### src/rtl/vfmt_pkg.sv
package vfmt_pkg;
  typedef enum logic [1:0] {
    FMT_YCC16 = 2'd0,
    FMT_RGB16 = 2'd1,
    FMT_RGB15 = 2'd2,
    FMT_RSVD  = 2'd3
  } fmt_e;

  localparam int COMP_W = 8;
  localparam int PIX_W  = 16;
  localparam logic [COMP_W-1:0] BLK_LUMA   = 8'd16;
  localparam logic [COMP_W-1:0] BLK_CHROMA = 8'd128;
endpackage

### src/rtl/vfmt_line_ctl.sv
module vfmt_line_ctl
  import vfmt_pkg::*;
#(
  parameter int CNT_W = 12
) (
  input  logic             clk,
  input  logic             rst_n,
  input  logic             line_start_i,
  input  logic             active_i,
  input  logic [1:0]       cfg_fmt_i,
  input  logic             cfg_pad_en_i,
  input  logic             cfg_pad_arm_i,
  input  logic [CNT_W-1:0] cfg_total_i,
  input  logic             vbl_line_i,
  output fmt_e             fmt_o,
  output logic             pad_mode_o,
  output logic [CNT_W-1:0] total_o,
  output logic             vbl_o,
  output logic             cr_sel_o,
  output logic             seen_act_o
);
  fmt_e             fmt_q, fmt_d;
  logic             pad_q, pad_d;
  logic [CNT_W-1:0] total_q, total_d;
  logic             vbl_q, vbl_d;
  logic             phase_q, phase_d;
  logic             seen_q, seen_d;
  logic             phase_cur, seen_cur;

  // Current-sample view: a line start overrides held state on that sample.
  always_comb begin
    if (line_start_i) begin
      fmt_o      = fmt_e'(cfg_fmt_i);
      pad_mode_o = cfg_pad_en_i & cfg_pad_arm_i;
      total_o    = cfg_total_i;
      vbl_o      = vbl_line_i;
      phase_cur  = 1'b0;
      seen_cur   = 1'b0;
    end else begin
      fmt_o      = fmt_q;
      pad_mode_o = pad_q;
      total_o    = total_q;
      vbl_o      = vbl_q;
      phase_cur  = phase_q;
      seen_cur   = seen_q;
    end
    cr_sel_o   = phase_cur;
    seen_act_o = seen_cur;
  end

  always_comb begin
    fmt_d   = fmt_o;
    pad_d   = pad_mode_o;
    total_d = total_o;
    vbl_d   = vbl_o;
    phase_d = active_i ? ~phase_cur : phase_cur;
    seen_d  = seen_cur | active_i;
  end

  always_ff @(posedge clk or negedge rst_n) begin
    if (!rst_n) begin
      fmt_q   <= FMT_YCC16;
      pad_q   <= 1'b0;
      total_q <= '0;
      vbl_q   <= 1'b0;
      phase_q <= 1'b0;
      seen_q  <= 1'b0;
    end else begin
      fmt_q   <= fmt_d;
      pad_q   <= pad_d;
      total_q <= total_d;
      vbl_q   <= vbl_d;
      phase_q <= phase_d;
      seen_q  <= seen_d;
    end
  end
endmodule

### src/rtl/vfmt_valid_gen.sv
module vfmt_valid_gen #(
  parameter int CNT_W = 12
) (
  input  logic             clk,
  input  logic             rst_n,
  input  logic             line_start_i,
  input  logic             active_i,
  input  logic             pad_mode_i,
  input  logic             vbl_i,
  input  logic             seen_act_i,
  input  logic [CNT_W-1:0] total_i,
  output logic             dv_o
);
  localparam logic [CNT_W-1:0] CNT_MAX = {CNT_W{1'b1}};

  logic [CNT_W-1:0] cnt_q, cnt_d, cnt_cur;
  logic             pad;

  always_comb begin
    cnt_cur = line_start_i ? '0 : cnt_q;
    pad     = pad_mode_i & ~active_i & (seen_act_i | vbl_i) & (cnt_cur < total_i);
    dv_o    = active_i | pad;
    cnt_d   = cnt_cur;
    if (dv_o && (cnt_cur != CNT_MAX)) cnt_d = cnt_cur + 1'b1;
  end

  always_ff @(posedge clk or negedge rst_n) begin
    if (!rst_n) cnt_q <= '0;
    else        cnt_q <= cnt_d;
  end
endmodule

### src/rtl/vfmt_pack.sv
module vfmt_pack
  import vfmt_pkg::*;
(
  input  fmt_e              fmt_i,
  input  logic              cr_sel_i,
  input  logic              force_blk_i,
  input  logic [COMP_W-1:0] y_i,
  input  logic [COMP_W-1:0] cb_i,
  input  logic [COMP_W-1:0] cr_i,
  input  logic [COMP_W-1:0] r_i,
  input  logic [COMP_W-1:0] g_i,
  input  logic [COMP_W-1:0] b_i,
  output logic [PIX_W-1:0]  pix_o
);
  logic [PIX_W-1:0] ycc, rgb16, rgb15;
  logic             unused_lsb;

  assign unused_lsb = ^{r_i[2:0], g_i[1:0], b_i[2:0]};

  always_comb begin
    ycc   = {y_i, (cr_sel_i ? cr_i : cb_i)};
    rgb16 = {r_i[7:3], g_i[7:2], b_i[7:3]};
    rgb15 = {1'b0, r_i[7:3], g_i[7:3], b_i[7:3]};
    unique case (fmt_i)
      FMT_RGB16: pix_o = force_blk_i ? '0 : rgb16;
      FMT_RGB15: pix_o = force_blk_i ? '0 : rgb15;
      default:   pix_o = force_blk_i ? {BLK_LUMA, BLK_CHROMA} : ycc;
    endcase
  end
endmodule

### src/rtl/vfmt_out.sv
module vfmt_out
  import vfmt_pkg::*;
#(
  parameter int CNT_W = 12
) (
  input  logic             clk,
  input  logic             rst_n,
  input  logic             line_start_i,
  input  logic             active_i,
  input  logic             blank_i,
  input  logic             hsync_i,
  input  logic             vsync_i,
  input  logic             field_i,
  input  logic             vbi_valid_i,
  input  logic             vbl_line_i,
  input  logic [1:0]       cfg_fmt_i,
  input  logic             cfg_pad_en_i,
  input  logic             cfg_pad_arm_i,
  input  logic [CNT_W-1:0] cfg_line_total_i,
  input  logic [7:0]       y_i,
  input  logic [7:0]       cb_i,
  input  logic [7:0]       cr_i,
  input  logic [7:0]       r_i,
  input  logic [7:0]       g_i,
  input  logic [7:0]       b_i,
  output logic [15:0]      pix_o,
  output logic             dvalid_o,
  output logic             blank_o,
  output logic             hsync_o,
  output logic             vsync_o,
  output logic             vbi_valid_o,
  output logic             field_o
);
  fmt_e             fmt_cur;
  logic             pad_mode, vbl_cur, cr_sel, seen_act, dv;
  logic [CNT_W-1:0] total_cur;
  logic [PIX_W-1:0] pix_d;
  logic             force_blk;

  vfmt_line_ctl #(.CNT_W(CNT_W)) u_line_ctl (
    .clk          (clk),
    .rst_n        (rst_n),
    .line_start_i (line_start_i),
    .active_i     (active_i),
    .cfg_fmt_i    (cfg_fmt_i),
    .cfg_pad_en_i (cfg_pad_en_i),
    .cfg_pad_arm_i(cfg_pad_arm_i),
    .cfg_total_i  (cfg_line_total_i),
    .vbl_line_i   (vbl_line_i),
    .fmt_o        (fmt_cur),
    .pad_mode_o   (pad_mode),
    .total_o      (total_cur),
    .vbl_o        (vbl_cur),
    .cr_sel_o     (cr_sel),
    .seen_act_o   (seen_act)
  );

  vfmt_valid_gen #(.CNT_W(CNT_W)) u_valid_gen (
    .clk         (clk),
    .rst_n       (rst_n),
    .line_start_i(line_start_i),
    .active_i    (active_i),
    .pad_mode_i  (pad_mode),
    .vbl_i       (vbl_cur),
    .seen_act_i  (seen_act),
    .total_i     (total_cur),
    .dv_o        (dv)
  );

  assign force_blk = blank_i & ~vbi_valid_i;

  vfmt_pack u_pack (
    .fmt_i      (fmt_cur),
    .cr_sel_i   (cr_sel),
    .force_blk_i(force_blk),
    .y_i        (y_i),
    .cb_i       (cb_i),
    .cr_i       (cr_i),
    .r_i        (r_i),
    .g_i        (g_i),
    .b_i        (b_i),
    .pix_o      (pix_d)
  );

  always_ff @(posedge clk or negedge rst_n) begin
    if (!rst_n) begin
      pix_o       <= '0;
      dvalid_o    <= 1'b0;
      blank_o     <= 1'b0;
      hsync_o     <= 1'b0;
      vsync_o     <= 1'b0;
      vbi_valid_o <= 1'b0;
      field_o     <= 1'b0;
    end else begin
      pix_o       <= pix_d;
      dvalid_o    <= dv;
      blank_o     <= blank_i;
      hsync_o     <= hsync_i;
      vsync_o     <= vsync_i;
      vbi_valid_o <= vbi_valid_i;
      field_o     <= field_i;
    end
  end

  AST_ACTIVE_VALID: assert property (@(posedge clk) disable iff (!rst_n)
    active_i |=> dvalid_o);
  AST_PLAIN_NO_EXTRA: assert property (@(posedge clk) disable iff (!rst_n)
    (!pad_mode && !active_i) |=> !dvalid_o);
  AST_BLANK_YCC: assert property (@(posedge clk) disable iff (!rst_n)
    (force_blk && (fmt_cur == FMT_YCC16)) |=> (pix_o == 16'h1080));
  AST_BLANK_RGB: assert property (@(posedge clk) disable iff (!rst_n)
    (force_blk && ((fmt_cur == FMT_RGB16) || (fmt_cur == FMT_RGB15))) |=> (pix_o == 16'h0000));
  AST_RGB15_TOP_ZERO: assert property (@(posedge clk) disable iff (!rst_n)
    (fmt_cur == FMT_RGB15) |=> !pix_o[15]);
  AST_FIRST_CB: assert property (@(posedge clk) disable iff (!rst_n)
    (line_start_i && active_i && !force_blk && (fmt_cur == FMT_YCC16)) |=> (pix_o[7:0] == $past(cb_i)));
  AST_HSYNC_PIPE: assert property (@(posedge clk) disable iff (!rst_n)
    hsync_i |=> hsync_o);
  AST_BLANK_PIPE: assert property (@(posedge clk) disable iff (!rst_n)
    !blank_i |=> !blank_o);
endmodule

### config.mk
export PLATFORM = sky130hd
export DESIGN_NAME = vfmt_out
export DESIGN_NICKNAME = d
export VERILOG_FILES = /design/src/rtl/vfmt_pkg.sv /design/src/rtl/vfmt_line_ctl.sv /design/src/rtl/vfmt_valid_gen.sv /design/src/rtl/vfmt_pack.sv /design/src/rtl/vfmt_out.sv
export SDC_FILE = /design/constraint.sdc
export NUM_CORES = 1
export LEC_CHECK = 0
export CAP_MARGIN = 10
export CORE_ASPECT_RATIO = 1.1
export CORE_MARGIN = 5
export CORE_UTILIZATION = 45
export CTS_CLUSTER_DIAMETER = 80
export DETAILED_ROUTE_END_ITERATION = 8
export HOLD_SLACK_MARGIN = 0.05
export PLACE_DENSITY_LB_ADDON = 0.12
export SLEW_MARGIN = 20
export SYNTH_ARGS = -nofsm -noshare
export SYNTH_HDL_FRONTEND = slang
export SYNTH_SLANG_ARGS = --single-unit
### constraint.sdc
create_clock -name clk -period 2.94 [get_ports clk]
set_input_delay 0.294 -clock clk [delete_from_list [all_inputs] [get_ports clk]]
set_output_delay 0.294 -clock clk [all_outputs]
set_load 0.03 [all_outputs]
==> results by group, run 1 <==
Synth
  – Syn Area/Cell: 10.9 um2
  – Syn_nets: 331
  – Netlist cell types: 49
  – Sequential area share after synthesis: 48.9%
  – Post-synth top area share: 48.9%
  – Ys flop type: dfrtp_1
  – Area leader, netlist: dfrtp_1
  – Synth Instances: 244
  – Post-Synthesis Cell Area: 2660 um2
  – EDFF count, synth: 0
  – Synth warnings: 0
  – Fraction of registers with async set/reset: 100%
  – Synth Register Bits: 52
  – Top cells by area, synth: dfrtp_1 49%, ha_1 6.1%, mux2i_1 5.3%

Route
  – DR WL/cell: 14.1 um
  – Via count: 2126
  – Via/cell ratio: 5.10
  – Final wirelength: 5860 um
  – Iter 0 DRT Violations: 86
  – First-pass detailed-route iteration total: 4
  – Final ANT Viol Nets: 0
  – Remaining DRCs: 0

CTS
  – CTS Sinks: 52
  – Num CTS Buffers: 5
  – Post-CTS Hold Buffers: 0
  – Postcts setup bufs: 0
  – CTS tree: yes
  – Clock transition at path regs: 0.09 ns
  – Clk Latency, worst-skew pair: 0.30 ns
  – Clock Tree Buf Depth: 2
  – PostCTS Resize Cnt: 0
  – Root Buffer: clkbuf_8
  – H-Tree Depth: 2

Floorplan
  – Die height: 90.7 um
  – Ports: 96
  – Row cnt: 29
  – Die area: 7560 um2
  – Initial Util: 46.2%
  – Chip Width: 83.3 um
  – Core area: 5770 um2

Critical path
  – CP Capture Type: register
  – Worst setup path start: line_start_i
  – RR Startpoint: u_valid_gen.cnt_q[9]$_DFF_PN0_
  – Crit path required time: 3.13 ns
  – Slowest stage cell on the critical path: buf_2
  – Critical setup path kind: input pin to register
  – CP max FO: 20
  – Slowest stage delay, CP: 0.38 ns
  – CP Cell Sequence: buf_2, buf_4, mux2i_1, ha_1, a21o_1, nand3_1, o211ai_2, nor3_4, mux2_1
  – CP arrival: 2.57 ns
  – CP startpoint kind: input pin

Placed design
  – Input/output buffers: 87
  – Post-Place Cells: 409
  – Hpwl dp: 4790 um
  – RePlAce Congestion: 0.837
  – Area after DPL: 3650 um2

Power and ir drop
  – Design Power: 1.83 mW
  – Max IR drop VDD: 346 uV
  – PD cells: 485 nW/um2
  – Leakage power: 1.72 nW

Outcome
  – Outcome: finished clean

Layout
  – Area delta synth->final: 41.5%
  – Fin area: 3770 um2
  – Post-Layout Cell Count: 417
  – Final net count: 426
  – ANT cells: 0
  – Layout cells sized above 1: 10.3%

GRT
  – Initial antenna violation count: 0
  – Largest net degree at the start of global routing: 34
  – Overflow after GRT: 0
  – Vias in the first global route: 2241
  – Tot GR Track Use: 16.3%
  – First-pass GRT wire length: 10200 um

STA
  – Sum of negative setup slack: 0 ns
  – Fin crit period: 2.38 ns
  – Max Freq: 0.420 GHz
  – Final Hold Fails: 0
  – Max-slew headroom: 53.2%
  – Final slew viol count: 0
  – Tightest Pin Transition: 0.702 ns
  – Final setup viols: 0
  – RSZ-0062 raised after global routing: false
  – Worst clock skew: 0.00231 ns
  – Period utilisation layout: 80.9%

Job
  – Max-cap viol count: 0

Hold path
  – Hold crit path type: input pin to async pin
==> synthesized netlist by cell type (2+ instances only) <==
| cell | instances |
|---|---|
| and3_1 | 2 |
| a22oi_1 | 3 |
| nor2_1 | 16 |
| clkbuf_1 | 4 |
| nand3b_1 | 2 |
| inv_1 | 23 |
| nand3_1 | 5 |
| a222oi_1 | 6 |
| mux2_1 | 2 |
| xnor2_1 | 9 |
| mux2_2 | 6 |
| nand4_1 | 6 |
| xor2_1 | 2 |
| nor2b_1 | 13 |
| buf_2 | 2 |
| nand2_1 | 8 |
| nor3b_1 | 9 |
| o211ai_2 | 2 |
| mux2i_1 | 14 |
| ha_1 | 13 |
| a21oi_1 | 12 |
| dfrtp_1 | 52 |
| o21ai_0 | 4 |
| a21o_1 | 4 |
==> flip-flops by register name (all words and copies together), names as in the netlist <==
register            count
pix_o                  16
u_line_ctl.total_q     12
u_valid_gen.cnt_q      12
u_line_ctl.fmt_q        2
blank_o                 1
dvalid_o                1
field_o                 1
hsync_o                 1
u_line_ctl.pad_q        1
u_line_ctl.phase_q      1
u_line_ctl.seen_q       1
u_line_ctl.vbl_q        1
vbi_valid_o             1
vsync_o                 1
==> worst max-delay path: cells and delay by family <==
kind / cells / cell delay [ns]
buffers and inverters: 2 / 0.64
muxes: 2 / 0.62
and+or+nand+nor: 2 / 0.46
adders and majority gates: 1 / 0.28
AOI/OAI and AO/OA: 2 / 0.27
==> kinds of logic (layout without fill, tap and decap cells) <==
| group | after synthesis | count (layout) | synth area share (%) |
|---|---|---|---|
| AND/OR/NAND/NOR | 71 | 71 | 15.7 |
| flip-flops | 52 | 52 | 48.9 |
| AO/OA/AOI/OAI | 42 | 42 | 11.8 |
| buffers and inverters | 33 | 129 | 5.17 |
| multiplexers | 22 | 22 | 8.65 |
| adder cells (fa/ha/maj) | 13 | 13 | 6.11 |
| XOR/XNOR | 11 | 11 | 3.62 |
==> power by group <==
part / total, mW / leakage [nW] / internal, mW / switching, mW
combinational: 0.508 / 1.01 / 0.244 / 0.264
sequential: 0.811 / 0.649 / 0.788 / 0.0229
clock: 0.510 / 0.0614 / 0.278 / 0.232
==> area by class of cell <==
class	instances	area, um2
clock buffer	6	82.6
clock inverter	2	38.8
fill	467	2000
inverter	24	90.1
multi-input combinational	159	1220
sequential	52	1300
tap	77	96.3
timing repair buffer	97	936
==> through the flow <==
stage	setup WS, ns	utilization, %	hold slack [ns]
after CTS	0.528	65.3	0.0548
after global placement	0.232	63.2	0.391
after global routing	0.391	65.3	0.0988
after floorplan	0.102	-	-0.00159
final	0.561	65.3	0.0314
after detailed placement	0.214	63.2	0.387
==> path summary, 6_finish.rpt <==
kind	to	slack, ns	depth (start not counted)
worst max-delay path	u_valid_gen.cnt_q[1]$_DFF_PN0_	0.56	9
worst min-delay path	u_line_ctl.total_q[2]$_DFF_PN0_	0.03	1
worst max register to register	u_valid_gen.cnt_q[1]$_DFF_PN0_	0.64	7
worst min register to register	u_line_ctl.seen_q$_DFF_PN0_	0.49	1
max in group asynchronous	u_line_ctl.total_q[11]$_DFF_PN0_	2.17	2
min in group clk	vsync_o$_DFF_PN0_	0.43	1
==> routing by layer <==
metal,routed length (um),share of wire [%],GRT usage [%]
met5,0,0,0
met4,82,1.4,4.77
met3,594,10,6.57
met2,2870,49,28.0
met1,2320,40,18.6
==> cell usage in the layout, fill, tap and decap left out, drive strengths merged, types with 2 or more instances in the layout <==
cell type      Yosys  final
nand4              6      6
a222oi             6      6
a21oi             12     12
clkbuf             4      6
inv               24     24
a211oi             2      2
nor3b              9      9
xor2               2      2
o211ai             3      3
nor2b             13     13
nor2              16     16
nand2              9      9
nor3               2      2
clkdlybuf4s50      0     85
and3               2      2
nand3b             2      2
nand3              5      5
ha                13     13
a21o               4      4
mux2               8      8
a22oi              3      3
mux2i             14     14
xnor2              9      9
dfrtp             52     52
buf                5     12
o21ai              6      6
Note: power is estimated with default switching activity, not from simulation.
==> run 2, diff against run 1 <==
clock period = 2.25 ns   (was 2.94 ns; I/O delays follow)
==> run 2 against run 1 <==
  * Via count increased by 11%
  * Total power increased by 39%
  * Global-route usage increased by 2.4 points
  * Core utilization increased by 7.7 points
  * Combinational power increased by 56%
  * Clock power increased by 34%
  * Critical endpoint unchanged
  * Setup slack got worse by 0.53 ns
  * Highest routed layer unchanged
==> results by group, run 2 (same netlist as run 1, synthesis figures left out) <==
Layout
  – Max reg flops: 16 (unchanged)
  – ANT cells: 0 (unchanged)
  – Most flops, register: pix_o
  – Area delta synth->final: 58.2%
  – Commonest cells after routing, fill and taps aside: 85 x clkdlybuf4s50_1, 52 x dfrtp_1, 47 x buf_4
  – Final net count: 470 (+10%)
  – Fin area: 4210 um2 (+12%)
  – Layout cells sized above 1: 24.5% (+14 points)
  – Biggest regs: pix_o (16), u_line_ctl.total_q (12), u_valid_gen.cnt_q (12)
  – Most common cell after layout, fill and taps aside: clkdlybuf4s50_1
  – # fillers: 427 (-8.6%)
  – Post-Layout Cell Count: 461 (+11%)
  – Core Util, Final: 73.0% (+7.7 points)

STA
  – Period utilisation layout: 98.4%
  – Hold Slack: 0.342 ns (+0.310 ns)
  – Final setup viols: 0 (unchanged)
  – Sum of negative setup slack: 0 ns (unchanged)
  – Max-slew headroom: 65.9% (+13 points)
  – Setup ws final: 0.0355 ns (-0.525 ns)
  – Final Hold Fails: 0 (unchanged)
  – Max Freq: 0.452 GHz
  – Final slew viol count: 0 (unchanged)
  – Fin crit period: 2.21 ns
  – Tightest Pin Transition: 0.512 ns (-0.190 ns)
  – Worst clock skew: 0.00632 ns (+0.00401 ns)

CTS
  – Clock Tree Buf Depth: 2 (unchanged)
  – Num CTS Buffers: 5 (unchanged)
  – CTS tree: yes
  – CTS Sinks: 52 (unchanged)
  – Clock transition at path regs: 0.10 ns (about the same)
  – H-Tree Depth: 2 (unchanged)
  – Root Buffer: clkbuf_8
  – Clk Latency, worst-skew pair: 0.31 ns (about the same)

Critical path
  – CP Cell Sequence: nor2b_1, ha_1, and4b_1, nand4_1, a211oi_4, nor3_4, buf_12, mux2_4
  – Slowest stage delay, CP: 0.42 ns (+0.04 ns)
  – CP arrival: 2.42 ns (-0.15 ns)
  – Slowest stage cell on the critical path: dfrtp_1
  – CP startpoint kind: register
  – Crit path required time: 2.45 ns (-0.68 ns)
  – Critical setup path kind: register to register
  – CP max FO: 10 (-50%)
  – CP Capture Type: register
  – Worst reg2reg path depth: 8 (+1)

Floorplan
  – Die height: 90.7 um (unchanged)
  – Row cnt: 29 (unchanged)
  – Ports: 96 (unchanged)
  – Die area: 7560 um2 (unchanged)
  – Chip Width: 83.3 um (unchanged)
  – Core area: 5770 um2 (unchanged)
  – Initial Util: 46.2% (unchanged)

Job
  – Max-cap viol count: 0 (unchanged)

Route
  – Remaining DRCs: 0 (unchanged)
  – Iter 0 DRT Violations: 76 (-12%)
  – DR WL/cell: 15.0 um (+6.6%)
  – First-pass detailed-route iteration total: 4 (unchanged)
  – Final wirelength: 6910 um (+18%)
  – Via count: 2353 (+11%)
  – Final ANT Viol Nets: 0 (unchanged)
  – Via/cell ratio: 5.10 (+0.11%)

Outcome
  – Outcome: finished clean

GRT
  – Largest net degree at the start of global routing: 33 (-2.9%)
  – Overflow after GRT: 0 (unchanged)
  – Initial antenna violation count: 0 (unchanged)
  – Tot GR Track Use: 18.7% (+2.4 points)
  – First-pass GRT wire length: 11400 um (+12%)
  – Vias in the first global route: 2521 (+12%)

Placed design
  – Pre-CTS setup slack: -0.576 ns (-0.790 ns)
  – RePlAce Congestion: 0.827 (-1.1%)
  – Hpwl dp: 5180 um (+8.1%)
  – Area after DPL: 3970 um2 (+9.0%)
  – Post-Place Cells: 448 (+9.5%)
  – Input/output buffers: 87 (unchanged)

Power and ir drop
  – Max IR drop VDD: 343 uV (-0.80%)
  – Leakage power: 1.95 nW (+14%)
  – PD cells: 602 nW/um2 (+24%)
  – Design Power: 2.54 mW (+39%)

Hold path
  – Hold crit path type: input pin to register
  – WHS Path Cells: 1
-- run 2: changes by cell type in the layout (fill, tap and decap cells not counted), sizes merged --
cell / before / now
clkdlybuf4s15: 0 / 1
dlygate4sd3: 0 / 1
buf: 12 / 54
-- run 2: final cells by class --
class	instances	area [um2]	share of cell area, %
well taps	77	96.3	2.29
flip-flops and latches	52	1300	30.9
repair buffers	141	1310	31.0
clock buffers	6	82.6	1.96
clock inverters	2	38.8	0.921
inverters	24	90.1	2.14
multi-input cells	159	1290	30.7
-- run 2: path summary, 6_finish.rpt --
path                                                    end  slack [ns]                            start
setup reg to reg             u_valid_gen.cnt_q[1]$_DFF_PN0_        0.04  u_valid_gen.cnt_q[10]$_DFF_PN0_
min in group asynchronous                 vsync_o$_DFF_PN0_        0.40                            rst_n
setup / recovery             u_valid_gen.cnt_q[1]$_DFF_PN0_        0.04  u_valid_gen.cnt_q[10]$_DFF_PN0_
hold reg to reg                 u_line_ctl.seen_q$_DFF_PN0_        0.49      u_line_ctl.seen_q$_DFF_PN0_
max in group asynchronous  u_line_ctl.total_q[11]$_DFF_PN0_        1.30                            rst_n
hold / removal                            hsync_o$_DFF_PN0_        0.34                          hsync_i
-- run 2: layer usage --
metal / GRT usage [%] / routed length [um] / vias to the layer above
li1: - / - / 1140
met5: 0 / 0 / -
met1: 20.0 / 2660 / 1129
met2: 34.4 / 3610 / 76
met3: 6.75 / 553 / 8
met4: 5.04 / 86 / 0
-- run 2: what timing repair did --
| item | 4_1_cts | 5_1_grt |
|---|---|---|
| hold endpoints to repair | 20 | 0 |
| hold buffers | 1 | 0 |
| cloned | 0 | 1 |
| pin swaps | 5 | 11 |
| setup endpoints to repair | 21 | 16 |
| buffers inserted | 2 | 1 |
| resized for setup | 9 | 15 |
-- run 2: power breakdown --
part / switching (mW) / internal [mW] / total [mW]
Sequential: 0.0312 / 1.03 / 1.06
Clock: 0.320 / 0.364 / 0.685
Combinational: 0.384 / 0.406 / 0.790
Total: 0.735 / 1.80 / 2.54
-- run 2: worst max-delay path: cells and delay by family, from the launching register on --
kind	cells	cell delay, ns
compound gates	1	0.27
fa+ha+maj	1	0.30
mux	1	0.28
flops	1	0.42
simple gates	4	0.69
buf+inv	1	0.14
==> run 3, diff against run 2 <==
GPL_ROUTABILITY_DRIVEN = 0   (was default)
==> results of run 3 <==
Final layout, timing and power as in run 2 (identical DEF).
